File: src/rtl/dbg_cmp_pkg.sv
package dbg_cmp_pkg;

   localparam int CTRL_W = 4;

   typedef struct packed {
      logic dir_read;
      logic dir_en;
      logic pc_sel;
      logic enable;
   } cmp_ctrl_t;

endpackage

File: src/rtl/dbg_cmp_regs.sv
module dbg_cmp_regs
   import dbg_cmp_pkg::*;
#(
   parameter int ADDR_W = 24,
   parameter int DATA_W = 32,
   parameter int CFG_AW = 4
) (
   input  logic              clk,
   input  logic              rst_n,
   input  logic              cfg_we,
   input  logic [CFG_AW-1:0] cfg_addr,
   input  logic [7:0]        cfg_wdata,
   input  logic              wr_lock,
   output cmp_ctrl_t         ctrl_q,
   output logic [ADDR_W-1:0] cmp_addr_q,
   output logic [DATA_W-1:0] cmp_data_q,
   output logic [DATA_W-1:0] cmp_mask_q,
   output logic [7:0]        cfg_rdata
);

   localparam int ABYTES   = ADDR_W / 8;
   localparam int DBYTES   = DATA_W / 8;
   localparam int OFS_ADDR = 1;
   localparam int OFS_DATA = OFS_ADDR + ABYTES;
   localparam int OFS_MASK = OFS_DATA + DBYTES;

   logic              wr_ok;
   logic              ctrl_sel;
   logic [ABYTES-1:0] addr_sel;
   logic [DBYTES-1:0] data_sel;
   logic [DBYTES-1:0] mask_sel;

   assign wr_ok    = cfg_we & ~wr_lock;
   assign ctrl_sel = (cfg_addr == '0);

   // lane decode: lane 0 of every field holds its most significant byte
   for (genvar g = 0; g < ABYTES; g++) begin : g_addr_dec
      assign addr_sel[g] = (cfg_addr == CFG_AW'(OFS_ADDR + g));
   end
   for (genvar g = 0; g < DBYTES; g++) begin : g_dm_dec
      assign data_sel[g] = (cfg_addr == CFG_AW'(OFS_DATA + g));
      assign mask_sel[g] = (cfg_addr == CFG_AW'(OFS_MASK + g));
   end

   always_ff @(posedge clk or negedge rst_n) begin
      if (!rst_n) begin
         ctrl_q     <= '0;
         cmp_addr_q <= '0;
         cmp_data_q <= '0;
         cmp_mask_q <= '0;
      end else if (wr_ok) begin
         if (ctrl_sel) ctrl_q <= cmp_ctrl_t'(cfg_wdata[CTRL_W-1:0]);
         for (int i = 0; i < ABYTES; i++) begin
            if (addr_sel[i]) cmp_addr_q[(ABYTES-1-i)*8 +: 8] <= cfg_wdata;
         end
         for (int i = 0; i < DBYTES; i++) begin
            if (data_sel[i]) cmp_data_q[(DBYTES-1-i)*8 +: 8] <= cfg_wdata;
            if (mask_sel[i]) cmp_mask_q[(DBYTES-1-i)*8 +: 8] <= cfg_wdata;
         end
      end
   end

   always_comb begin
      cfg_rdata = '0;
      if (ctrl_sel) cfg_rdata = {{(8-CTRL_W){1'b0}}, ctrl_q};
      for (int i = 0; i < ABYTES; i++) begin
         if (addr_sel[i]) cfg_rdata = cmp_addr_q[(ABYTES-1-i)*8 +: 8];
      end
      for (int i = 0; i < DBYTES; i++) begin
         if (data_sel[i]) cfg_rdata = cmp_data_q[(DBYTES-1-i)*8 +: 8];
         if (mask_sel[i]) cfg_rdata = cmp_mask_q[(DBYTES-1-i)*8 +: 8];
      end
   end

endmodule

File: src/rtl/dbg_cmp_data.sv
module dbg_cmp_data #(
   parameter int DATA_W   = 32,
   parameter int NARROW_W = 16
) (
   input  logic [DATA_W-1:0] bus_data,
   input  logic [DATA_W-1:0] cmp_data,
   input  logic [DATA_W-1:0] cmp_mask,
   input  logic              narrow,
   output logic              data_hit
);

   localparam int LANES = DATA_W / 8;

   logic [LANES-1:0] lane_ok;

   for (genvar g = 0; g < LANES; g++) begin : g_lane
      logic [7:0] diff;
      assign diff = (bus_data[g*8 +: 8] ^ cmp_data[g*8 +: 8]) & cmp_mask[g*8 +: 8];
      if (g * 8 >= NARROW_W) begin : g_wide_only
         // lanes above the narrow master's width drop out for its accesses
         assign lane_ok[g] = narrow | (diff == 8'h00);
      end else begin : g_shared
         assign lane_ok[g] = (diff == 8'h00);
      end
   end

   assign data_hit = &lane_ok;

endmodule

File: src/rtl/dbg_cmp_core.sv
module dbg_cmp_core
   import dbg_cmp_pkg::*;
#(
   parameter int ADDR_W = 24
) (
   input  logic              clk,
   input  logic              rst_n,
   input  cmp_ctrl_t         ctrl,
   input  logic [ADDR_W-1:0] cmp_addr,
   input  logic              bus_valid,
   input  logic              bus_is_fetch,
   input  logic              bus_read,
   input  logic [ADDR_W-1:0] bus_addr,
   input  logic              data_hit,
   output logic              match_o
);

   logic addr_eq;
   logic dir_ok;
   logic kind_ok;
   logic hit_d;

   always_comb begin
      addr_eq = (bus_addr == cmp_addr);
      dir_ok  = ~ctrl.dir_en | (bus_read == ctrl.dir_read);
      if (ctrl.pc_sel) kind_ok = bus_is_fetch;
      else             kind_ok = ~bus_is_fetch & dir_ok & data_hit;
      hit_d   = bus_valid & ctrl.enable & addr_eq & kind_ok;
   end

   always_ff @(posedge clk or negedge rst_n) begin
      if (!rst_n) match_o <= 1'b0;
      else        match_o <= hit_d;
   end

endmodule

File: src/rtl/dbg_match_cmp.sv
module dbg_match_cmp
   import dbg_cmp_pkg::*;
#(
   parameter int ADDR_W   = 24,
   parameter int DATA_W   = 32,
   parameter int NARROW_W = 16,
   parameter int CFG_AW   = 4
) (
   input  logic              clk,
   input  logic              rst_n,
   input  logic              dbg_armed,
   input  logic              trace_active,
   input  logic              cfg_we,
   input  logic [CFG_AW-1:0] cfg_addr,
   input  logic [7:0]        cfg_wdata,
   output logic [7:0]        cfg_rdata,
   input  logic              bus_valid,
   input  logic              bus_is_fetch,
   input  logic              bus_read,
   input  logic              bus_narrow,
   input  logic [ADDR_W-1:0] bus_addr,
   input  logic [DATA_W-1:0] bus_data,
   output logic              match_o
);

   localparam int NREGS = 1 + ADDR_W / 8 + 2 * (DATA_W / 8);

   if (ADDR_W < 8 || ADDR_W % 8 != 0) begin : g_bad_addr_w
      $error("ADDR_W must be a nonzero multiple of 8");
   end
   if (DATA_W < 8 || DATA_W % 8 != 0) begin : g_bad_data_w
      $error("DATA_W must be a nonzero multiple of 8");
   end
   if (NARROW_W < 8 || NARROW_W % 8 != 0 || NARROW_W > DATA_W) begin : g_bad_narrow_w
      $error("NARROW_W must be a multiple of 8 no wider than DATA_W");
   end
   if ((1 << CFG_AW) < NREGS) begin : g_bad_cfg_aw
      $error("CFG_AW too small for the register window");
   end

   cmp_ctrl_t         ctrl_q;
   logic [ADDR_W-1:0] cmp_addr_q;
   logic [DATA_W-1:0] cmp_data_q;
   logic [DATA_W-1:0] cmp_mask_q;
   logic              data_hit;
   logic              wr_lock;

   assign wr_lock = dbg_armed | trace_active;

   dbg_cmp_regs #(
      .ADDR_W (ADDR_W),
      .DATA_W (DATA_W),
      .CFG_AW (CFG_AW)
   ) u_regs (
      .clk        (clk),
      .rst_n      (rst_n),
      .cfg_we     (cfg_we),
      .cfg_addr   (cfg_addr),
      .cfg_wdata  (cfg_wdata),
      .wr_lock    (wr_lock),
      .ctrl_q     (ctrl_q),
      .cmp_addr_q (cmp_addr_q),
      .cmp_data_q (cmp_data_q),
      .cmp_mask_q (cmp_mask_q),
      .cfg_rdata  (cfg_rdata)
   );

   dbg_cmp_data #(
      .DATA_W   (DATA_W),
      .NARROW_W (NARROW_W)
   ) u_data (
      .bus_data (bus_data),
      .cmp_data (cmp_data_q),
      .cmp_mask (cmp_mask_q),
      .narrow   (bus_narrow),
      .data_hit (data_hit)
   );

   dbg_cmp_core #(
      .ADDR_W (ADDR_W)
   ) u_core (
      .clk          (clk),
      .rst_n        (rst_n),
      .ctrl         (ctrl_q),
      .cmp_addr     (cmp_addr_q),
      .bus_valid    (bus_valid),
      .bus_is_fetch (bus_is_fetch),
      .bus_read     (bus_read),
      .bus_addr     (bus_addr),
      .data_hit     (data_hit),
      .match_o      (match_o)
   );

endmodule

File: config.mk
export PLATFORM = sky130hd
export DESIGN_NAME = dbg_match_cmp
export DESIGN_NICKNAME = d
export VERILOG_FILES = /design/src/rtl/dbg_cmp_pkg.sv /design/src/rtl/dbg_cmp_regs.sv /design/src/rtl/dbg_cmp_data.sv /design/src/rtl/dbg_cmp_core.sv /design/src/rtl/dbg_match_cmp.sv
export SDC_FILE = /design/constraint.sdc
export NUM_CORES = 1
export LEC_CHECK = 0
export BUFFER_PORTS_ARGS = -buffer_cell sky130_fd_sc_hd__buf_2
export CAP_MARGIN = 20
export CORE_ASPECT_RATIO = 0.75
export CORE_MARGIN = 2
export CORE_UTILIZATION = 40
export CTS_CLUSTER_SIZE = 25
export DETAILED_ROUTE_END_ITERATION = 8
export HOLD_SLACK_MARGIN = 0.1
export PLACE_DENSITY = 0.7
export SLEW_MARGIN = 20
export SYNTH_ARGS = -nofsm -noshare
export SYNTH_HDL_FRONTEND = slang
export SYNTH_SLANG_ARGS = --single-unit
File: constraint.sdc
create_clock -name clk -period 2.2 [get_ports clk]
set_input_delay 0.44 -clock clk [delete_from_list [all_inputs] [get_ports clk]]
set_output_delay 0.44 -clock clk [all_outputs]
set_load 0.01 [all_outputs]
# After elaboration in Yosys (flattened, before gate mapping)
# Index checks and enable logic that the tools add are counted.
[op_classes]
eq_ne = 13
reduce_logical = 18
n_bitwise = 21
n_mux = 13
[ops]
columns = ["operator", "n"]
rows = [
  ["8-bit two-way mux", 11],
  ["8-bit AND", 4],
  ["8-bit logical NOT", 4],
  ["8-bit bitwise XOR", 4],
  ["24-bit equality test", 1],
  ["2-bit AND reduction", 12],
  ["4-bit by 3-bit equality test with 1-bit output (second input constant)", 4],
  ["4-bit equality test (second input constant)", 4],
  ["4-bit by 2-bit equality test with 1-bit output (second input constant)", 2],
  ["1-bit AND", 6],
  ["4-bit by 1-bit equality test with 1-bit output (second input constant)", 1],
  ["4-bit logical NOT", 1],
  ["4-bit two-way mux", 1],
  ["1-bit OR", 4],
  ["4-bit AND reduction", 1],
  ["1-bit NOT", 3],
  ["1-bit equality test", 1],
  ["1-bit two-way mux", 1],
]
[totals]
output_inout_bits = 9
ff_bits = 93

# Longest topological paths before layout
[logic_depth]
ltp_word = 13
depth_mapped = 8

# Hierarchy
# From an unflattened synthesis, not the netlist that was laid out.
[hier_totals]
cells_unflattened = 472
hier_area_um2 = 5413.9
[modules_own_cells]
columns = ["module", "cells_per_inst", "seq_area_each_um2", "n_inst", "area_per_inst_um2"]
rows = [
  ["dbg_cmp_regs", 379, 2302.2, 1, 4636.9],
  ["dbg_cmp_data", 53, 0.0, 1, 450.4],
  ["dbg_cmp_core", 39, 25.0, 1, 320.3],
  ["dbg_match_cmp", 1, 0.0, 1, 6.3],
]

# Worst setup path after synthesis
# OpenSTA, ideal clock, no wires.
[synth_path]
path_kind = "input to output"
from = "in cfg_addr[0]"
to = "out cfg_rdata[1]"
arrival_time_ps = 1637
path_stages = 7
setup_slack_ps = 123
path_cell_list = "buf_6 -> mux4_2 -> nand2b_1 -> a21oi_1 -> o32a_1 -> a21oi_1 -> nor3_1"
[synth_between]
elab_chain_cells = 13
[synth_rtl]
columns = ["element", "line_no", "rtl"]
rows = [
  ["from (decl)", "dbg_match_cmp.sv:14", "input logic [CFG_AW-1:0] cfg_addr,"],
  ["4-bit logical NOT", "dbg_cmp_regs.sv:34", "assign ctrl_sel = (cfg_addr == '0);"],
  ["4-bit two-way mux", "dbg_cmp_regs.sv:65", "if (ctrl_sel) cfg_rdata = {{(8-CTRL_W){1'b0}}, ctrl_q};"],
  ["8-bit two-way mux (3 in a row)", "dbg_cmp_regs.sv:67", "if (addr_sel[i]) cfg_rdata = cmp_addr_q[(ABYTES-1-i)*8 +: 8];"],
  ["8-bit two-way mux", "dbg_cmp_regs.sv:70", "if (data_sel[i]) cfg_rdata = cmp_data_q[(DBYTES-1-i)*8 +: 8];"],
  ["8-bit two-way mux", "dbg_cmp_regs.sv:71", "if (mask_sel[i]) cfg_rdata = cmp_mask_q[(DBYTES-1-i)*8 +: 8];"],
  ["8-bit two-way mux", "dbg_cmp_regs.sv:70", ""],
  ["8-bit two-way mux", "dbg_cmp_regs.sv:71", ""],
  ["8-bit two-way mux", "dbg_cmp_regs.sv:70", ""],
  ["8-bit two-way mux", "dbg_cmp_regs.sv:71", ""],
  ["8-bit two-way mux", "dbg_cmp_regs.sv:70", ""],
  ["8-bit two-way mux *", "dbg_cmp_regs.sv:71", ""],
  ["to (decl)", "dbg_match_cmp.sv:16", "output logic [7:0] cfg_rdata,"],
]
# Every way passes the cells marked *; elsewhere a longest branch is shown, timed or not.

# Worst setup path after layout
[layout_path]
from = "reg u_regs.cmp_addr_q[1]"
to = "out cfg_rdata[1]"
[layout_between]
elab_chain_cells = 9
[layout_rtl]
columns = ["element", "line_no", "rtl"]
rows = [
  ["from (decl)", "dbg_cmp_regs.sv:15", "output logic [ADDR_W-1:0] cmp_addr_q,"],
  ["from (signal, indexed assignment)", "dbg_cmp_regs.sv:54", "if (addr_sel[i]) cmp_addr_q[(ABYTES-1-i)*8 +: 8] <= cfg_wdata;"],
  ["8-bit two-way mux", "dbg_cmp_regs.sv:67", ""],
  ["8-bit two-way mux", "dbg_cmp_regs.sv:70", ""],
  ["8-bit two-way mux", "dbg_cmp_regs.sv:71", ""],
  ["8-bit two-way mux", "dbg_cmp_regs.sv:70", ""],
  ["8-bit two-way mux", "dbg_cmp_regs.sv:71", ""],
  ["8-bit two-way mux", "dbg_cmp_regs.sv:70", ""],
  ["8-bit two-way mux", "dbg_cmp_regs.sv:71", ""],
  ["8-bit two-way mux", "dbg_cmp_regs.sv:70", ""],
  ["8-bit two-way mux", "dbg_cmp_regs.sv:71", ""],
]
# Every way passes these cells.

==> key figures <==
Global routing
  • Vias in the first global route: 4,444
  • Initial antenna violation count: 0
  • First-pass GRT wire length: 24,700 microns
  • Gr ovfl total: 0
  • Largest net degree at the start of global routing: 94
  • Gr usage total: 23.9%

Worst setup path
  • Worst r2r path cells: 6
  • Slowest cell delay on critical path: 0.47 ns
  • Crit. Startpoint: u_regs.cmp_addr_q[1]$_DFFE_PN0P_
  • Worst Path Buf+Inv: 1
  • Critical path endpoint: cfg_rdata[1]
  • Crit path cell chain: mux4_2 > nand2b_1 > a21oi_1 > o32a_1 > a21oi_2 > nor3_2 > buf_2
  • Worst setup SP type: flip-flop
  • Crit Path Category: flip-flop to output pin
  • Largest delay contributor family on the critical path: compound AO/OA/AOI/OAI gates
  • R2R setup slack: 0.36 ns
  • Crit path DAT: 2.02 ns
  • Launching point of the worst reg2reg path: u_regs.cmp_addr_q[17]$_DFFE_PN0P_
  • Endpoint class of the critical path: output pin
  • RR Endpoint: u_core.match_o$_DFF_PN0_
  • Worst Path Max Fanout: 2
  • Worst path required time: 1.76 ns
  • Crit-path slowest cell: mux4_2
  • CP Depth: 7

Clocking
  • Worst-skew pair later-pin latency: 0.35 ns
  • Maximum clock path buffer count: 2
  • Root Buffer Master: clkbuf_16
  • Clk pin slew, worst setup/hold paths: 0.07 ns
  • Number of buffers created by CTS: 9
  • # clock sinks: 93
  • H-tree depth: 3
  • TritonCTS clock tree: done

Yosys
  • Post-Synthesis Cells: 474
  • Warnings, synthesis: 0
  • Syn Nets: 551
  • Top cells by area, synth: dfrtp_1 (44%), mux2_2 (20%), xor2_1 (7.3%), a22oi_1 (3.6%), xnor2_1 (2.2%)
  • Xor/xnor share of the synthesized area: 9.46%
  • Share of the yosys chip area belonging to registers: 44.1%
  • Flops & latches, synth: 93
  • Synth Flop Type: dfrtp_1
  • Asr flop ratio synth: 100%
  • Mux cell area share after synthesis: 22.1%
  • Cell area after synthesis: 5280 sq um
  • Synth top area share: 44.1%
  • Post-synth EDFFs: 0
  • Syn Area/Cell: 11.1 sq um
  • Adder-cell share of the synthesized area: 0%
  • Synth unique cells: 44
  • Post-synth top area cell: dfrtp_1
  • Main combinational cell family by area after synthesis: multiplexers
  • Post-synthesis compound-gate area fraction: 12.1%
  • Synth Area in Simple Gates: 9.46%

Timing
  • TNS Setup: -1.24 ns
  • Final setup skew: 0.00640 ns
  • Final worst path period need: 2.46 ns
  • Endpoints failing hold: 0
  • Final worst-path cycle share: 112%
  • Final Setup Violations: 7
  • Max frequency: 0.407 GHz
  • Final WS setup: -0.258 ns
  • Actual slew at the worst max-slew pin: 0.505 ns
  • Unrepaired setup endpoints after global routing: yes
  • Slew Limit Fails: 0
  • Relative slew slack: 66.3%

Placement
  • DP HPWL: 12,100 microns
  • Global placer's final weighted congestion: 0.973
  • Port Buffers: 85

Pwr
  • Worst VDD drop: 0.427 mV
  • Leakage: 3.30 nW
  • Pwr Density: 725 nW/um^2

Outcome
  • Failing checks: setup timing
  • Status: finished, violations left

Floorplanning
  • Initial core utilization: 40.8%
  • Top Ports: 86
  • Die W: 137 microns
  • Die Y: 103 microns
  • Num rows: 36
  • Die ar.: 14,100 sq um
  • Core region area: 12,900 sq um

Drt
  • Final WL: 16,200 microns
  • Routed length per instance: 20.8 microns
  • Drt first pass iters: 5
  • Via density: 5.72
  • Post-route DRC violation count: 0
  • Post-route ant nets: 0
  • Initial DRC count: 420
  • Via count: 4,470

Cells and area
  • Most frequent cells in the layout: mux2_2 (93), dfrtp_1 (93), buf_2 (81), buf_4 (56), xor2_1 (44)
  • Final Net Count: 683
  • Util after Layout: 52.7%
  • Fillers: 1,110
  • Area Overhead vs Synth: 29.0%
  • Antenna Cells: 0
  • Layout cells sized above 1: 46.6%

Run
  • Max-cap viol count: 0

Worst hold path
  • Min-delay worst type: primary input to async pin
per-layer routing:
metal | routed length, microns | vias to the layer above | GRT usage (%)
met3 | 1310 | 25 | 4.97
met4 | 214 | 0 | 5.69
met2 | 7260 | 205 | 38.0
met1 | 7440 | 2241 | 33.6
met5 | 0 | - | 0
li1 | - | 1999 | -
metrics by stage:
stage / std cells / power, mW / setup WS [ns] / area [sq um] / hold slack, ns
floorplan: 474 / 2.71 / 0.123 / 5280 / 0.144
global placement: 746 / 3.11 / -0.225 / 6170 / 0.518
detailed placement: 746 / 3.15 / -0.240 / 6170 / 0.523
CTS: 776 / 4.90 / -0.262 / 6690 / 0.169
global route: 781 / 5.14 / -0.361 / 6810 / 0.178
finish: 781 / 4.94 / -0.258 / 6810 / 0.136
logic make-up (layout without fill, tap and decap cells):
family,Yosys count,after routing
mux,101,101
simple gates,99,99
compound gates,95,95
buf+inv,29,165
flops,93,93
xor+xnor,57,57
how the worst min path moves through the flow:
stage                                   endpoint                               from  cells after the start  slack (ns)
2_1_floorplan           u_core.match_o$_DFF_PN0_                              rst_n                      0        0.14
3_3_place_gp   u_regs.cmp_data_q[25]$_DFFE_PN0P_                              rst_n                      2        0.52
3_5_place_dp   u_regs.cmp_mask_q[14]$_DFFE_PN0P_  u_regs.cmp_mask_q[14]$_DFFE_PN0P_                      1        0.52
4_1_cts        u_regs.cmp_data_q[23]$_DFFE_PN0P_                              rst_n                      2        0.17
5_1_grt        u_regs.cmp_data_q[23]$_DFFE_PN0P_                              rst_n                      2        0.18
6_report       u_regs.cmp_data_q[23]$_DFFE_PN0P_                              rst_n                      2        0.14
flip-flops by register name (all words and copies together) (netlist names):
| register | cells |
|---|---|
| u_regs.cmp_data_q | 32 |
| u_regs.cmp_mask_q | 32 |
| u_regs.cmp_addr_q | 24 |
| u_regs.ctrl_q | 4 |
| u_core.match_o | 1 |
Yosys cell counts, drive strengths merged, types with 8 or more instances:
library cell / number
nor2: 18
buf: 12
mux2: 95
a22oi: 25
nor3: 11
o21ai: 17
dfrtp: 93
clkbuf: 15
nand2: 31
a21oi: 20
xor2: 44
nand3: 8
nor2b: 9
xnor2: 13
repair_timing:
item / 4_1_cts / 5_1_grt
hold buffers: 0 / 0
endpoints found under the setup margin: 8 / 8
pin swaps: 8 / 5
buffers inserted: 16 / 4
resized for setup: 25 / 20
endpoints found under the hold margin: 0 / 0
gates cloned: 0 / 1
report_power, final:
part | switching (mW) | internal, mW | leakage, nW
registers | 0.251 | 1.94 | 1.24
logic | 0.489 | 0.571 | 1.90
clock network | 0.663 | 1.03 | 0.159
total | 1.40 | 3.53 | 3.30
area by class of cell:
cell class / count / area [sq um] / area share, %
repair buffers: 148 / 1020 / 15.0
clock inverters: 5 / 82.6 / 1.21
flip-flops and latches: 93 / 2330 / 34.2
clock buffers: 10 / 239 / 3.51
multi-input cells: 352 / 2920 / 42.8
inverters: 2 / 7.51 / 0.110
well taps: 171 / 214 / 3.14
Note: power is estimated with default switching activity, not from simulation.
